<file path="src/rtl/nor_mode_pkg.sv">
package nor_mode_pkg;

   typedef enum logic [2:0] {
      CMD_NONE    = 3'd0,
      CMD_PROG    = 3'd1,
      CMD_ERASE   = 3'd2,
      CMD_SUSPEND = 3'd3,
      CMD_RESUME  = 3'd4,
      CMD_RESET   = 3'd5,
      CMD_IDENT   = 3'd6
   } cmd_e;

   typedef enum logic [3:0] {
      M_READ,
      M_PROG,
      M_ERASE,
      M_SUSPENDING,
      M_SUSP,
      M_SUSP_PROG,
      M_IDENT,
      M_FAIL,
      M_RSTREC
   } mode_e;

   // modes whose hardware reset needs a recovery interval
   function automatic logic mode_embedded(mode_e m);
      return m inside {M_PROG, M_ERASE, M_SUSPENDING, M_SUSP_PROG, M_RSTREC};
   endfunction

   function automatic logic mode_ready(mode_e m);
      return m inside {M_READ, M_SUSP, M_IDENT};
   endfunction

endpackage

</file>
<file path="src/rtl/nor_wr_capture.sv">
// Frames one bus write: address on entry, data and command on the last active cycle.
module nor_wr_capture #(
   parameter int AW  = 20,
   parameter int DW  = 16,
   parameter int CMW = 4
) (
   input  logic           clk,
   input  logic           rst_n,
   input  logic           ce_q,
   input  logic           we_q,
   input  logic           oe_q,
   input  logic [AW-1:0]  addr_i,
   input  logic [DW-1:0]  data_i,
   input  logic [CMW-1:0] cmd_i,
   output logic           done_o,
   output logic [AW-1:0]  addr_o,
   output logic [DW-1:0]  data_o,
   output logic [CMW-1:0] cmd_o
);

   logic act, act_d;

   assign act    = !ce_q && !we_q && oe_q;
   assign done_o = act_d && !act;

   always_ff @(posedge clk or negedge rst_n) begin
      if (!rst_n) begin
         act_d  <= 1'b0;
         addr_o <= '0;
         data_o <= '0;
         cmd_o  <= '0;
      end else begin
         act_d <= act;
         if (act && !act_d) addr_o <= addr_i;
         if (act) begin
            data_o <= data_i;
            cmd_o  <= cmd_i;
         end
      end
   end

endmodule

</file>
<file path="src/rtl/nor_op_timer.sv">
// Down-counter for embedded operation lengths; last_o marks the final busy cycle.
module nor_op_timer #(
   parameter int CW = 9
) (
   input  logic          clk,
   input  logic          rst_n,
   input  logic          load_i,
   input  logic [CW-1:0] val_i,
   output logic [CW-1:0] cnt_o,
   output logic          last_o
);

   assign last_o = (cnt_o == CW'(1));

   always_ff @(posedge clk or negedge rst_n) begin
      if (!rst_n)              cnt_o <= '0;
      else if (load_i)         cnt_o <= val_i;
      else if (cnt_o != '0)    cnt_o <= cnt_o - CW'(1);
   end

endmodule

</file>
<file path="src/rtl/nor_sector_match.sv">
// Compares the sector field of an address with the recorded erase sector.
module nor_sector_match #(
   parameter int AW = 20,
   parameter int SB = 16,
   localparam int SW = AW - SB
) (
   input  logic [AW-1:0] addr_i,
   input  logic [SW-1:0] sect_i,
   output logic          hit_o
);

   generate
      if (SB == 0) begin : g_word_sectors
         assign hit_o = (addr_i == sect_i);
      end else begin : g_block_sectors
         logic unused_offset;
         assign unused_offset = ^addr_i[SB-1:0];
         assign hit_o = (addr_i[AW-1:SB] == sect_i);
      end
   endgenerate

endmodule

</file>
<file path="src/rtl/nor_mode_ctrl.sv">
module nor_mode_ctrl
   import nor_mode_pkg::*;
#(
   parameter int AW         = 20,
   parameter int DW         = 16,
   parameter int SECT_BITS  = 16,
   parameter int PROG_CYC   = 40,
   parameter int ERASE_CYC  = 400,
   parameter int TREADY_CYC = 20,
   parameter int TRP_CYC    = 10
) (
   input  logic          clk,
   input  logic          rst_n,
   input  logic          ce_n,
   input  logic          oe_n,
   input  logic          we_n,
   input  logic          hwrst_n,
   input  logic [AW-1:0] addr,
   input  logic [DW-1:0] wdata,
   input  logic [2:0]    cmd,
   input  logic          inject_fail,
   output logic          rdy,
   output logic          dout_oe,
   output logic          arr_rd,
   output logic          stat_sel,
   output logic          q5_fail,
   output logic          wcap_valid,
   output logic [AW-1:0] wcap_addr,
   output logic [DW-1:0] wcap_data
);

   localparam int SW   = AW - SECT_BITS;
   localparam int M1   = (PROG_CYC > ERASE_CYC) ? PROG_CYC : ERASE_CYC;
   localparam int MAXC = (M1 > TREADY_CYC) ? M1 : TREADY_CYC;
   localparam int CW   = $clog2(MAXC + 1);
   localparam int RW   = $clog2(TRP_CYC + 1);

   generate
      if (SECT_BITS < 0 || SECT_BITS >= AW) begin : g_bad_sect
         $error("SECT_BITS must lie in [0, AW-1]");
      end
      if (PROG_CYC < 2 || ERASE_CYC < 2 || TREADY_CYC < 2) begin : g_bad_cyc
         $error("operation lengths must be at least 2 cycles");
      end
      if (TRP_CYC < 1) begin : g_bad_trp
         $error("TRP_CYC must be at least 1");
      end
   endgenerate

   // ---- pin sampling ----
   logic          ce_q, oe_q, we_q, rp_q;
   logic [AW-1:0] addr_q;
   logic [DW-1:0] data_q;
   logic [3:0]    cmd_q;

   always_ff @(posedge clk or negedge rst_n) begin
      if (!rst_n) begin
         ce_q   <= 1'b1;
         oe_q   <= 1'b1;
         we_q   <= 1'b1;
         rp_q   <= 1'b1;
         addr_q <= '0;
         data_q <= '0;
         cmd_q  <= '0;
      end else begin
         ce_q   <= ce_n;
         oe_q   <= oe_n;
         we_q   <= we_n;
         rp_q   <= hwrst_n;
         addr_q <= addr;
         data_q <= wdata;
         cmd_q  <= {inject_fail, cmd};
      end
   end

   // ---- write framing ----
   logic [3:0] cap_cmd;
   cmd_e       wc;
   logic       inj;

   nor_wr_capture #(.AW(AW), .DW(DW), .CMW(4)) u_wcap (
      .clk    (clk),
      .rst_n  (rst_n),
      .ce_q   (ce_q),
      .we_q   (we_q),
      .oe_q   (oe_q),
      .addr_i (addr_q),
      .data_i (data_q),
      .cmd_i  (cmd_q),
      .done_o (wcap_valid),
      .addr_o (wcap_addr),
      .data_o (wcap_data),
      .cmd_o  (cap_cmd)
   );

   assign wc  = cmd_e'(cap_cmd[2:0]);
   assign inj = cap_cmd[3];

   // ---- hardware reset pulse qualification ----
   logic [RW-1:0] rcnt;
   logic          rp_hit;

   always_ff @(posedge clk or negedge rst_n) begin
      if (!rst_n)                      rcnt <= '0;
      else if (rp_q)                   rcnt <= '0;
      else if (rcnt != RW'(TRP_CYC))   rcnt <= rcnt + RW'(1);
   end

   assign rp_hit = !rp_q && (rcnt == RW'(TRP_CYC - 1));

   // ---- operation timer and sector compare ----
   logic          ld, tlast;
   logic [CW-1:0] ldv, tcnt;
   logic [SW-1:0] sect_q, sect_n;
   logic          sect_hit;

   nor_op_timer #(.CW(CW)) u_tmr (
      .clk    (clk),
      .rst_n  (rst_n),
      .load_i (ld),
      .val_i  (ldv),
      .cnt_o  (tcnt),
      .last_o (tlast)
   );

   nor_sector_match #(.AW(AW), .SB(SECT_BITS)) u_smatch (
      .addr_i (addr_q),
      .sect_i (sect_q),
      .hit_o  (sect_hit)
   );

   // ---- mode sequencing ----
   mode_e         mode, mode_n;
   logic [CW-1:0] left_q, left_n;
   logic          arm_p, arm_p_n, arm_e, arm_e_n;

   always_comb begin
      mode_n  = mode;
      sect_n  = sect_q;
      left_n  = left_q;
      arm_p_n = arm_p;
      arm_e_n = arm_e;
      ld      = 1'b0;
      ldv     = '0;
      if (rp_hit) begin
         arm_p_n = 1'b0;
         arm_e_n = 1'b0;
         if (mode_embedded(mode)) begin
            mode_n = M_RSTREC;
            ld     = 1'b1;
            ldv    = CW'(TREADY_CYC);
         end else begin
            mode_n = M_READ;
         end
      end else begin
         unique case (mode)
            M_READ: begin
               if (wcap_valid && wc == CMD_PROG) begin
                  mode_n  = M_PROG;
                  ld      = 1'b1;
                  ldv     = CW'(PROG_CYC);
                  arm_p_n = inj;
               end else if (wcap_valid && wc == CMD_ERASE) begin
                  mode_n  = M_ERASE;
                  ld      = 1'b1;
                  ldv     = CW'(ERASE_CYC);
                  arm_e_n = inj;
                  sect_n  = wcap_addr[AW-1:SECT_BITS];
               end else if (wcap_valid && wc == CMD_IDENT) begin
                  mode_n = M_IDENT;
               end
            end
            M_PROG:       if (tlast) mode_n = arm_p ? M_FAIL : M_READ;
            M_ERASE: begin
               if (tlast) begin
                  mode_n = arm_e ? M_FAIL : M_READ;
               end else if (wcap_valid && wc == CMD_SUSPEND) begin
                  mode_n = M_SUSPENDING;
                  left_n = tcnt;
                  ld     = 1'b1;
                  ldv    = CW'(TREADY_CYC);
               end
            end
            M_SUSPENDING: if (tlast) mode_n = M_SUSP;
            M_SUSP: begin
               if (wcap_valid && wc == CMD_PROG) begin
                  mode_n  = M_SUSP_PROG;
                  ld      = 1'b1;
                  ldv     = CW'(PROG_CYC);
                  arm_p_n = inj;
               end else if (wcap_valid && wc == CMD_RESUME) begin
                  mode_n = M_ERASE;
                  ld     = 1'b1;
                  ldv    = left_q;
               end
            end
            M_SUSP_PROG:  if (tlast) mode_n = arm_p ? M_FAIL : M_SUSP;
            M_IDENT, M_FAIL: if (wcap_valid && wc == CMD_RESET) mode_n = M_READ;
            M_RSTREC:     if (tlast) mode_n = M_READ;
            default:      mode_n = M_READ;
         endcase
      end
   end

   always_ff @(posedge clk or negedge rst_n) begin
      if (!rst_n) begin
         mode   <= M_READ;
         sect_q <= '0;
         left_q <= '0;
         arm_p  <= 1'b0;
         arm_e  <= 1'b0;
      end else begin
         mode   <= mode_n;
         sect_q <= sect_n;
         left_q <= left_n;
         arm_p  <= arm_p_n;
         arm_e  <= arm_e_n;
      end
   end

   // ---- read source selection ----
   logic array_ok;

   always_comb begin
      unique case (mode)
         M_READ:  array_ok = 1'b1;
         M_SUSP:  array_ok = !sect_hit;
         default: array_ok = 1'b0;
      endcase
   end

   assign dout_oe  = !ce_q && !oe_q;
   assign arr_rd   = dout_oe && array_ok;
   assign stat_sel = dout_oe && !array_ok;
   assign rdy      = mode_ready(mode);
   assign q5_fail  = (mode == M_FAIL);

endmodule

</file>
<file path="config.mk">
export PLATFORM = sky130hd
export DESIGN_NAME = nor_mode_ctrl
export DESIGN_NICKNAME = d
export VERILOG_FILES = /design/src/rtl/nor_mode_pkg.sv /design/src/rtl/nor_wr_capture.sv /design/src/rtl/nor_op_timer.sv /design/src/rtl/nor_sector_match.sv /design/src/rtl/nor_mode_ctrl.sv
export SDC_FILE = /design/constraint.sdc
export NUM_CORES = 1
export LEC_CHECK = 0
export CAP_MARGIN = 20
export CELL_PAD_IN_SITES_DETAIL_PLACEMENT = 0
export CELL_PAD_IN_SITES_GLOBAL_PLACEMENT = 1
export CORE_MARGIN = 2
export CORE_UTILIZATION = 40
export CTS_BUF_LIST = sky130_fd_sc_hd__clkbuf_2
export DETAILED_ROUTE_END_ITERATION = 8
export PLACE_DENSITY = 0.75
export SYNTH_ARGS = -nofsm -noshare
export SYNTH_HDL_FRONTEND = slang
export SYNTH_HIERARCHICAL = 1
export SYNTH_SLANG_ARGS = --single-unit
export TNS_END_PERCENT = 30
</file>
<file path="constraint.sdc">
create_clock -name clk -period 2.77 [get_ports clk]
set_input_delay 0.277 -clock clk [delete_from_list [all_inputs] [get_ports clk]]
set_output_delay 0.277 -clock clk [all_outputs]
set_load 0.05 [all_outputs]
</file>
==> run_results.csv, run 1 <==
group,metric,value,unit
setup_path,start_kind,"flip-flop",
hold_path,holdCritPathClass,"input port to flip-flop",
layout,num_antenna_cells,0,
synthesis,syn_area,4808,um^2
clocking,clock_insertion_delay_worst_skew,640,ps
setup_path,reg2regPathDepth,8,
layout,filler_cell_count,996,
synthesis,syn_area_per_cell,13.47,um^2
global_route,grt_first_pass_wirelength,17380,um
setup_path,critPathMaxFanout,10,
synthesis,synth-edff-count,0,
synthesis,synth-seq-area-share,60.99,%
floorplan,fp.dieW,113.6,um
power_and_ir_drop,ir_worst_vdd,0.3792,mV
timing,fin_worst_skew,25.33,ps
setup_path,worst_setup_path_endpoint,"u_tmr/cnt_o[7]",
timing,max_freq,399.1,MHz
timing,setup_viol,0,
setup_path,timing.rr.start,"u_tmr/cnt_o[5]",
setup_path,worst_r2r_endpoint,"u_tmr/cnt_o[7]",
run,drv_cap,0,
synthesis,ys_dominant_reg_cell,"dfrtp_1",
clocking,cts_tree,"done",
power_and_ir_drop,leakagePower,2.782,nW
place,buffer_ports.inserted,87,
timing,fin_ws,264.4,ps
synthesis,netlist_instances,357,
layout,area_growth_syn_to_layout,35.10,%
timing,period_minus_slack,2506,ps
power_and_ir_drop,powerDensity,793.1,nW/um^2
setup_path,critical_path_arrival,3060,ps
global_route,number_of_antenna_violations_at_the_first_check_in_global_routing,0,
floorplan,die_area,12910,um^2
floorplan,die_height,113.6,um
setup_path,criticalPathCategory,"flip-flop to flip-flop",
setup_path,path_cells,"or3_1, nor3_1, nor3b_1, a31oi_1, o21ai_1, buf_4, o41ai_1, nor3_1",
layout,final_layout_size_suffix_gt1_share,23.93,%
synthesis,synthesis.nets,408,
setup_path,setup.worst_path.end_class,"flip-flop",
timing,totalNegativeSetupSlack,0,ps
setup_path,timing.critical_path.required,3320,ps
timing,final_hold_viol_count,0,
run_status,outcome,"complete, no violations",
route,remaining_drc_errors,0,
clocking,ctsHtreeMaxLevel,4,
synthesis,ys.warnings.count,6,
clocking,cts-buffers-inserted,17,
place,post-dp-hpwl,6536,um
floorplan,floorplan.initialDensity,40.54,%
setup_path,cp_slowest_cell,"or3_1",
setup_path,critical_path_s_largest_stage_delay,550,ps
global_route,first_global_vias,3446,
global_route,grt_max_degree,52,
timing,final_min_period_over_clock_period,90.45,%
synthesis,ys_seq_elements,117,
clocking,clock_tree.buffer_depth,2,
route,number_of_vias_per_cell,5.003,
timing,timing_max_transition_violations_final,0,
timing,finalHoldWorstSlack,78.05,ps
timing,rsz0062_at_grt,"no",
power_and_ir_drop,p_total,5.152,mW
route,routed-via-count,3307,
route,postRouteAntennaNets,0,
clocking,clockRootBuffer,"clkbuf_2",
global_route,global_route_total_usage_across_every_layer,17.08,%
route,drtIter0Drc,133,
global_route,grt_overflow_total,0,
floorplan,rows,40,
clocking,numClockSinks,117,
floorplan,placeableCoreArea,11860,um^2
route,detail_route.first_pass.iterations,4,
synthesis,post_synth_num_cell_types,57,
place,post-place-ws,286.1,ps
place,routabilityCongestion,0.8606,
timing,max_slew_margin,55.58,%
hold_path,holdCritStartpoint,"wdata[2]",
timing,worst_slew_pin_slew,666.3,ps
synthesis,postSynth.asyncResetShare,100.0,%
route,wl_per_cell,15.15,um
route,wirelength,10020,um
setup_path,reg2reg_setup_slack,260,ps
layout,finalNetCount,552,
floorplan,io-pin-count,88,
setup_path,worst_setup_startpoint,"u_tmr/cnt_o[5]",
setup_path,critical_path.most_common_cell,"nor3_1",
clocking,path_clk_slew,210,ps
## cells by family (layout without fill, tap and decap cells)
family / count (synthesis) / count (layout) / share of synthesized area [%]
XOR/XNOR: 7 / 7 / 1.275
adder cells (fa/ha/maj): 5 / 5 / 1.301
multiplexers: 59 / 59 / 13.74
buffers and inverters: 25 / 182 / 3.070
AO/OA/AOI/OAI: 48 / 48 / 7.000
AND/OR/NAND/NOR: 96 / 96 / 12.62
flip-flops: 117 / 117 / 60.99
## cell usage in the layout (no fill, tap or decap), types with 4 or more instances in the layout
cell type and instances:
o21ai_0 7, nor3_1 11, nand2b_1 6, dlygate4sd3_1 41, dfstp_2 4, mux2_2 52
a211oi_1 4, nand3_1 6, clkbuf_2 18, mux2_1 4, clkdlybuf4s50_1 81, clkinvlp_4 4
ha_1 5, dfrtp_1 113, nor2_1 19, buf_4 14, nand2_1 18, nor2b_1 4
a21oi_1 14, inv_6 5, o31ai_1 6, inv_1 10, xor2_1 5
## flip-flops by register name, summed over array words and instances, names as in the netlist
name and cells:
addr_q 20, arm_p 1, left_q 9, cmd_q 4, rp_q 1, arm_e 1
mode 4, sect_q 4, u_tmr/cnt_o 9, u_wcap/data_o 16, u_wcap/act_d 1, u_wcap/cmd_o 4
rcnt 4, ce_q 1, data_q 16, oe_q 1, we_q 1, u_wcap/addr_o 20
## where the power goes
| part | switching [mW] | total, mW | internal, mW | leakage, nW |
|---|---|---|---|---|
| Combinational | 1.01 | 1.78 | 0.774 | 1.23 |
| Clock | 0.723 | 1.08 | 0.354 | 0.132 |
| Sequential | 0.296 | 2.29 | 2.00 | 1.42 |
| Total | 2.03 | 5.15 | 3.13 | 2.78 |
## worst min path at each step
stage / end / cells past startpoint
after floorplan: addr_q[0] / 0
after global placement: left_q[0] / 1
after detailed placement: left_q[0] / 1
after CTS: addr_q[5] / 1
after global routing: addr_q[13] / 1
final: data_q[2] / 1
## layer usage
layer / track usage, % / wire length [um] / vias up
met3: 6.642 / 737 / 8
met1: 22.81 / 4426 / 1619
met2: 26.03 / 4749 / 108
met5: 0 / 0 / -
li1: - / - / 1572
met4: 5.122 / 102 / 0
## Yosys cell counts, types with 6 or more instances
library cell / instances / area, um^2
nor2_1: 19 / 71.32
nand2_1: 18 / 67.56
o31ai_1: 6 / 45.04
nand3_1: 6 / 30.03
a21oi_1: 14 / 70.07
buf_6: 6 / 67.56
nand2b_1: 6 / 37.54
mux2_2: 52 / 585.6
o21ai_0: 8 / 40.04
dfrtp_1: 113 / 2828
nor3_1: 11 / 55.05
inv_1: 10 / 37.54
## final cells by class
class	count	area (um^2)	share of cell area, %
Multi-Input combinational cell	215	1735	26.71
Clock buffer	18	90.09	1.387
Clock inverter	14	143.9	2.215
Timing Repair Buffer	140	1373	21.13
Inverter	10	37.54	0.5778
Sequential cell	117	2933	45.15
Tap cell	147	183.9	2.831
## repair_timing
| action | CTS | global route |
|---|---|---|
| hold buffers | 36 | 5 |
| resized for setup | 5 | 3 |
| pin swaps | 0 | 0 |
| setup buffers | 0 | 0 |
| endpoints found under the hold margin | 84 | 5 |
| endpoints found under the setup margin | 2 | 2 |
## stage by stage
step / util (%) / cells / area, um^2
detailed placement: 49.37 / 588 / 5856
global placement: 49.37 / 588 / 5856
CTS: 54.38 / 656 / 6450
global route: 54.77 / 661 / 6496
finish: 54.77 / 661 / 6496
floorplan: - / 357 / 4816
## worst max-delay path: cells and delay by family (launching register included)
family | cells | cell delay (ps)
AOI/OAI and AO/OA | 3 | 640
buffers and inverters | 1 | 190
DFF | 1 | 480
and+or+nand+nor | 4 | 1120
Note: power is estimated with default switching activity, not from simulation.
==> run 2, diff against run 1 <==
Settings changed: ABC_AREA set to 1, CORE_UTILIZATION 40 to 44, PLACE_DENSITY 0.75 to 0.83.
Clock period 2.77 ns to 2.9 ns, I/O delays scaled along.
==> run 2 against run 1 <==
Against the previous run: clock-buffer cell count stayed put; core utilization rose by 5.9 points; sequential power is 8% lower; global-route usage is 3.6 points higher; critical path depth shrank 1; register-to-register slack better by 110 ps; first-iteration DRC count up 94%; worst hold slack worse by 12 ps; highest routed layer unchanged; cell area grew 1.7%; cell count increased by 28%; flip-flop and latch count did not move; non-clock buffer count decreased by 3.
==> run_results.csv, run 2 <==
group,metric,value,unit
global_route,grt_overflow_total,0,
route,detail_route.first_pass.iterations,5,
clocking,clock_insertion_delay_worst_skew,680,ps
synthesis,syn_area,4937,um^2
setup_path,critical_path.most_common_cell,"nand2_1",
global_route,global_route_total_usage_across_every_layer,20.72,%
floorplan,placeableCoreArea,10890,um^2
synthesis,synth_top_family_by_area,"simple AND/OR/NAND/NOR gates",
setup_path,critPathMaxFanout,7,
timing,max_freq,380.7,MHz
layout,most-common-layout-cells,"212 x nand2_1, 113 x dfrtp_1, 82 x clkdlybuf4s50_1",
global_route,grt_max_degree,71,
clocking,postCtsSetupRepairBufs,0,
synthesis,synth-seq-area-share,59.40,%
clocking,path_clk_slew,170,ps
timing,period_minus_slack,2627,ps
global_route,first_global_vias,3977,
route,number_of_vias_per_cell,4.811,
synthesis,ys.warnings.count,6,
power_and_ir_drop,ir_worst_vdd,0.4747,mV
synthesis,post_synth_num_cell_types,31,
synthesis,synth_compound_gate_area_share,5.043,%
timing,setup_viol,0,
layout,largestRegisters,"addr_q (20), u_wcap/addr_o (20)",
clocking,ctsHtreeMaxLevel,4,
hold_path,holdCritPathClass,"input port to flip-flop",
synthesis,synth_largest_type_area_fraction,57.27,%
layout,filler_cell_count,927,
timing,totalNegativeSetupSlack,0,ps
place,buffer_ports.inserted,87,
power_and_ir_drop,leakagePower,3.229,nW
synthesis,synth_area_leaders,"dfrtp_1 57%, nand2_1 16%, nor2_1 3.6%, inv_1 3.3%, nand4_1 2.7%",
synthesis,syn_area_per_cell,8.944,um^2
layout,num_antenna_cells,0,
timing,max_slew_margin,48.62,%
place,post-dp-hpwl,7603,um
setup_path,timing.critical_path.required,2610,ps
synthesis,synthesis.nets,603,
synthesis,yosys-top-cells-count,"212 x nand2_1, 113 x dfrtp_1, 47 x nor2_1",
synthesis,ys_seq_elements,117,
synthesis,synth-edff-count,0,
setup_path,combined_buffer_and_inverter_count_along_the_critical_path,3,
clocking,cts-buffers-inserted,17,
synthesis,synth_simple_gate_area_share,27.93,%
place,placed_area,5956,um^2
clocking,clock_tree.buffer_depth,2,
route,remaining_drc_errors,0,
timing,timing_max_transition_violations_final,0,
layout,finalNetCount,743,
floorplan,fp.dieW,109.9,um
run,drv_cap,0,
setup_path,critical_path_arrival,2340,ps
clocking,clockRootBuffer,"clkbuf_2",
route,wl_per_cell,13.36,um
floorplan,die_height,109.9,um
setup_path,cell_class_contributing_the_biggest_share_of_worst_path_delay,"buffers and inverters",
power_and_ir_drop,p_total,4.755,mW
synthesis,synth_area_leader_cell,"dfrtp_1",
floorplan,floorplan.initialDensity,45.35,%
route,drtIter0Drc,258,
layout,area_growth_syn_to_layout,33.78,%
floorplan,die_area,12080,um^2
layout,mostFrequentLayoutCell,"nand2_1",
power_and_ir_drop,powerDensity,719.9,nW/um^2
timing,fin_worst_skew,31.80,ps
synthesis,netlist_instances,552,
place,routabilityCongestion,0.8323,
route,wirelength,11290,um
route,postRouteAntennaNets,0,
global_route,grt_first_pass_wirelength,18920,um
timing,finalHoldWorstSlack,66.21,ps
clocking,cts_tree,"done",
route,routed-via-count,4065,
layout,finalCoreUtilization,60.66,%
setup_path,start_kind,"flip-flop",
run_status,outcome,"complete, no violations",
clocking,numClockSinks,117,
synthesis,synthAdderAreaFrac,1.267,%
global_route,number_of_antenna_violations_at_the_first_check_in_global_routing,0,
synthesis,synth_mux_area_share,0,%
layout,area_of_all_placed_cells_without_fillers,6605,um^2
synthesis,post_synth_xor_area_fraction,0.8870,%
layout,final_layout_size_suffix_gt1_share,9.362,%
timing,worst_slew_pin_slew,768.6,ps
synthesis,postSynth.asyncResetShare,100.0,%
setup_path,critical_path_s_largest_stage_delay,510,ps
setup_path,path_cells,"nor2_1, nand2_1, inv_1, nand2_1, nand2_1, inv_1, dlygate4sd2_1",
floorplan,io-pin-count,88,
synthesis,yosysMostFrequentCell,"nand2_1",
floorplan,rows,38,
setup_path,setup.worst_path.end_class,"output pin",
setup_path,criticalPathCategory,"flip-flop to output pin",
setup_path,cp_slowest_cell,"dfrtp_1",
timing,final_hold_viol_count,0,
timing,final_min_period_over_clock_period,90.59,%
synthesis,ys_dominant_reg_cell,"dfrtp_1",
-- run 2: where the power goes --
part | switching (mW) | internal (mW)
Sequential | 0.222 | 1.87
Combinational | 1.06 | 0.584
Clock | 0.627 | 0.391
Total | 1.91 | 2.85
-- run 2: cells by family (layout without fill, tap and decap cells) --
kind of cell / count (synthesis) / count (layout)
DFF: 117 / 117
AOI/OAI and AO/OA: 46 / 46
buffers and inverters: 62 / 215
adders and majority gates: 5 / 5
and+or+nand+nor: 317 / 317
xor gates and xnor gates: 5 / 5
-- run 2: path summary, 6_finish.rpt --
path / start / endpoint / slack (ps) / depth (start not counted)
max in group asynchronous: rst_n / oe_q / 1930 / 3
hold / removal: cmd[1] / cmd_q[1] / 70 / 1
setup reg to reg: ce_q / u_tmr/cnt_o[5] / 370 / 14
min in group asynchronous: rst_n / rcnt[3] / 160 / 2
hold reg to reg: data_q[11] / u_wcap/data_o[11] / 430 / 2
setup / recovery: mode[0] / stat_sel / 270 / 7
-- run 2: stage by stage --
stage / setup slack (ps) / instances
2_1_floorplan: 56.18 / 552
3_3_place_gp: 411.1 / 771
3_5_place_dp: 313.2 / 771
4_1_cts: 13.62 / 839
5_1_grt: -1.140 / 845
6_report: 273.0 / 845
-- run 2: cell type report --
| class | instances | area, um^2 | share of cell area, % |
|---|---|---|---|
| tap | 140 | 175.2 | 2.652 |
| inverter | 46 | 172.7 | 2.614 |
| sequential | 117 | 2933 | 44.40 |
| clock inverter | 14 | 135.1 | 2.046 |
| multi-input combinational | 373 | 1744 | 26.41 |
| timing repair buffer | 137 | 1355 | 20.52 |
| clock buffer | 18 | 90.09 | 1.364 |
-- run 2: timing repair --
action | 4_1_cts | 5_1_grt
hold buffers | 36 | 6
hold endpoints to repair | 82 | 6
gates resized for setup | 3 | 5
setup endpoints to repair | 2 | 5
pin swaps | 0 | 0
-- run 2: per-layer routing --
layer	GRT usage [%]	vias to the layer above	part of all wire, %
met4	8.951	0	2.6
met3	6.520	23	4.2
met2	32.56	82	48
li1	-	2027	-
met1	26.35	1933	45
met5	0	-	0
==> run 3, diff against run 2 <==
Settings changed: CTS_BUF_LIST sky130_fd_sc_hd__clkbuf_2 to sky130_fd_sc_hd__clkbuf_8.
==> run 3 against run 2 <==
Against the previous run: power rose by 9.8%; via count fell by 4.2%; largest cell class unchanged; register-to-register slack hardly changed; maximum frequency is 0.67% lower; critical endpoint unchanged; clock-buffer cell count rose by 3.
==> run_results.csv, run 3 (synthesized netlist as in run 2, its figures left out) <==
group,metric,value,unit
run_status,outcome,"complete, no violations",
layout,mostFrequentLayoutCell,"nand2_1",
timing,max_slew_margin,49.32,%
setup_path,setup.worst_path.end_class,"output pin",
clocking,path_clk_slew,70,ps
timing,fin_ws,255.2,ps
hold_path,holdCritPathClass,"input port to flip-flop",
timing,finalHoldWorstSlack,250.6,ps
route,routed-via-count,3895,
floorplan,placeableCoreArea,10890,um^2
route,wl_per_cell,13.58,um
layout,largestRegisters,"addr_q (20), u_wcap/addr_o (20)",
clocking,clock_tree.buffer_depth,2,
power_and_ir_drop,p_total,5.221,mW
route,remaining_drc_errors,0,
place,buffer_ports.inserted,87,
global_route,global_route_total_usage_across_every_layer,20.36,%
timing,period_minus_slack,2645,ps
place,routabilityCongestion,0.8323,
power_and_ir_drop,leakagePower,3.123,nW
timing,max_freq,378.1,MHz
timing,totalNegativeSetupSlack,0,ps
global_route,grt_overflow_total,0,
clocking,postCtsSetupRepairBufs,0,
layout,most-common-layout-cells,"212 x nand2_1, 113 x dfrtp_1, 84 x clkdlybuf4s50_1",
power_and_ir_drop,netSwitchingPower,1.935,mW
layout,num_antenna_cells,0,
setup_path,critical_path_arrival,2350,ps
clocking,clock_insertion_delay_worst_skew,440,ps
timing,worst_slew_pin_slew,758.1,ps
route,wirelength,10920,um
clocking,cts_tree,"done",
place,post-dp-hpwl,7603,um
timing,setup_viol,0,
power_and_ir_drop,pwr-share-clk,29.2,%
setup_path,start_kind,"flip-flop",
power_and_ir_drop,seq_power_share,40.2,%
power_and_ir_drop,power.switching_fraction,37.07,%
place,post-place-ws,313.2,ps
power_and_ir_drop,powerDensity,817.7,nW/um^2
floorplan,floorplan.initialDensity,45.35,%
layout,filler_cell_count,957,
layout,final_layout_size_suffix_gt1_share,10.24,%
run,drv_cap,0,
route,detail_route.first_pass.iterations,4,
route,number_of_vias_per_cell,4.845,
timing,timing_max_transition_violations_final,0,
timing,rsz0062_at_grt,"no",
global_route,grt_first_pass_wirelength,18420,um
global_route,grt_max_degree,71,
clocking,clockRootBuffer,"clkbuf_8",
route,postRouteAntennaNets,0,
timing,final_min_period_over_clock_period,91.20,%
layout,multi_input_comb_area,1744,um^2
setup_path,criticalPathCategory,"flip-flop to output pin",
power_and_ir_drop,internal_power_consumption,3.285,mW
clocking,cts-buffers-inserted,17,
global_route,first_global_vias,3851,
setup_path,timing.critical_path.required,2610,ps
timing,fin_worst_skew,9.567,ps
layout,finalNetCount,702,
layout,final-seq-area,2933,um^2
floorplan,rows,38,
clocking,numClockSinks,117,
setup_path,critPathMaxFanout,7,
clocking,ctsHtreeMaxLevel,4,
floorplan,die_area,12080,um^2
layout,area_growth_syn_to_layout,29.32,%
power_and_ir_drop,ir_worst_vdd,0.4900,mV
power_and_ir_drop,combPwrFrac,30.6,%
floorplan,io-pin-count,88,
route,drtIter0Drc,212,
timing,final_hold_viol_count,0,
floorplan,die_height,109.9,um
floorplan,fp.dieW,109.9,um
global_route,number_of_antenna_violations_at_the_first_check_in_global_routing,0,
[run 3: changes by cell type in the layout (fill, tap and decap cells not counted), sizes merged]
cell / delta
dlymetal6s2s: -1
clkdlybuf4s50: +2
dlygate4sd3: -41
clkinv: -4
inv: +1
clkbuf: +2
[run 3: layout make-up]
class | instances | area share, %
Sequential cell | 117 | 45.93
Multi-Input combinational cell | 373 | 27.32
Timing Repair Buffer | 96 | 14.83
Clock buffer | 21 | 4.527
Tap cell | 140 | 2.743
Inverter | 46 | 2.704
Clock inverter | 11 | 1.940
[run 3: metal layers]
metal / global-route usage (%) / share of wire, % / vias up
met1: 26.20 / 44 / 1840
met5: 0 / 0 / -
li1: - / - / 1941
met4: 8.499 / 1.6 / 0
met3: 8.121 / 5.9 / 13
met2: 30.54 / 48 / 101
[run 3: stage by stage]
step	cells	cell area (um^2)	util, %
2_1_floorplan	552	4940	-
3_3_place_gp	771	5956	54.70
3_5_place_dp	771	5956	54.70
4_1_cts	804	6377	58.57
5_1_grt	804	6385	58.64
6_report	804	6385	58.64
[run 3: power by group through the flow]
stage / clock (mW) / combinational [mW] / sequential, mW
3_5_place_dp: 0 / 1.60 / 2.13
4_1_cts: 1.56 / 1.61 / 2.10
2_1_floorplan: 0 / 0.824 / 2.37
6_report: 1.52 / 1.60 / 2.10
5_1_grt: 1.65 / 1.77 / 2.13
3_3_place_gp: 0 / 1.59 / 2.12
[run 3: worst paths after layout]
| path | startpoint | to | slack [ps] | depth (start not counted) |
|---|---|---|---|---|
| setup / recovery | mode[0] | stat_sel | 260 | 7 |
| setup reg to reg | ce_q | u_tmr/cnt_o[5] | 360 | 14 |
| min in group asynchronous | rst_n | rcnt[3] | 410 | 2 |
| max in group asynchronous | rst_n | oe_q | 1680 | 3 |
| hold reg to reg | cmd_q[0] | u_wcap/cmd_o[0] | 430 | 2 |
| hold / removal | ce_n | ce_q | 250 | 1 |
[run 3: critical path, cell delays in order, from the launching register on]
cell             delay (ps)
dfrtp_1                 470
nor2_1                  260
nand2_1                 170
inv_1                   130
nand2_1                  80
nand2_1                  60
inv_1                    50
clkdlybuf4s50_1         690
[run 3: what timing repair did]
item	4_1_cts	5_1_grt
resized for setup	1	2
endpoints found under the setup margin	1	1
pin swaps	0	0
hold buffers	1	0
hold endpoints to repair	45	0
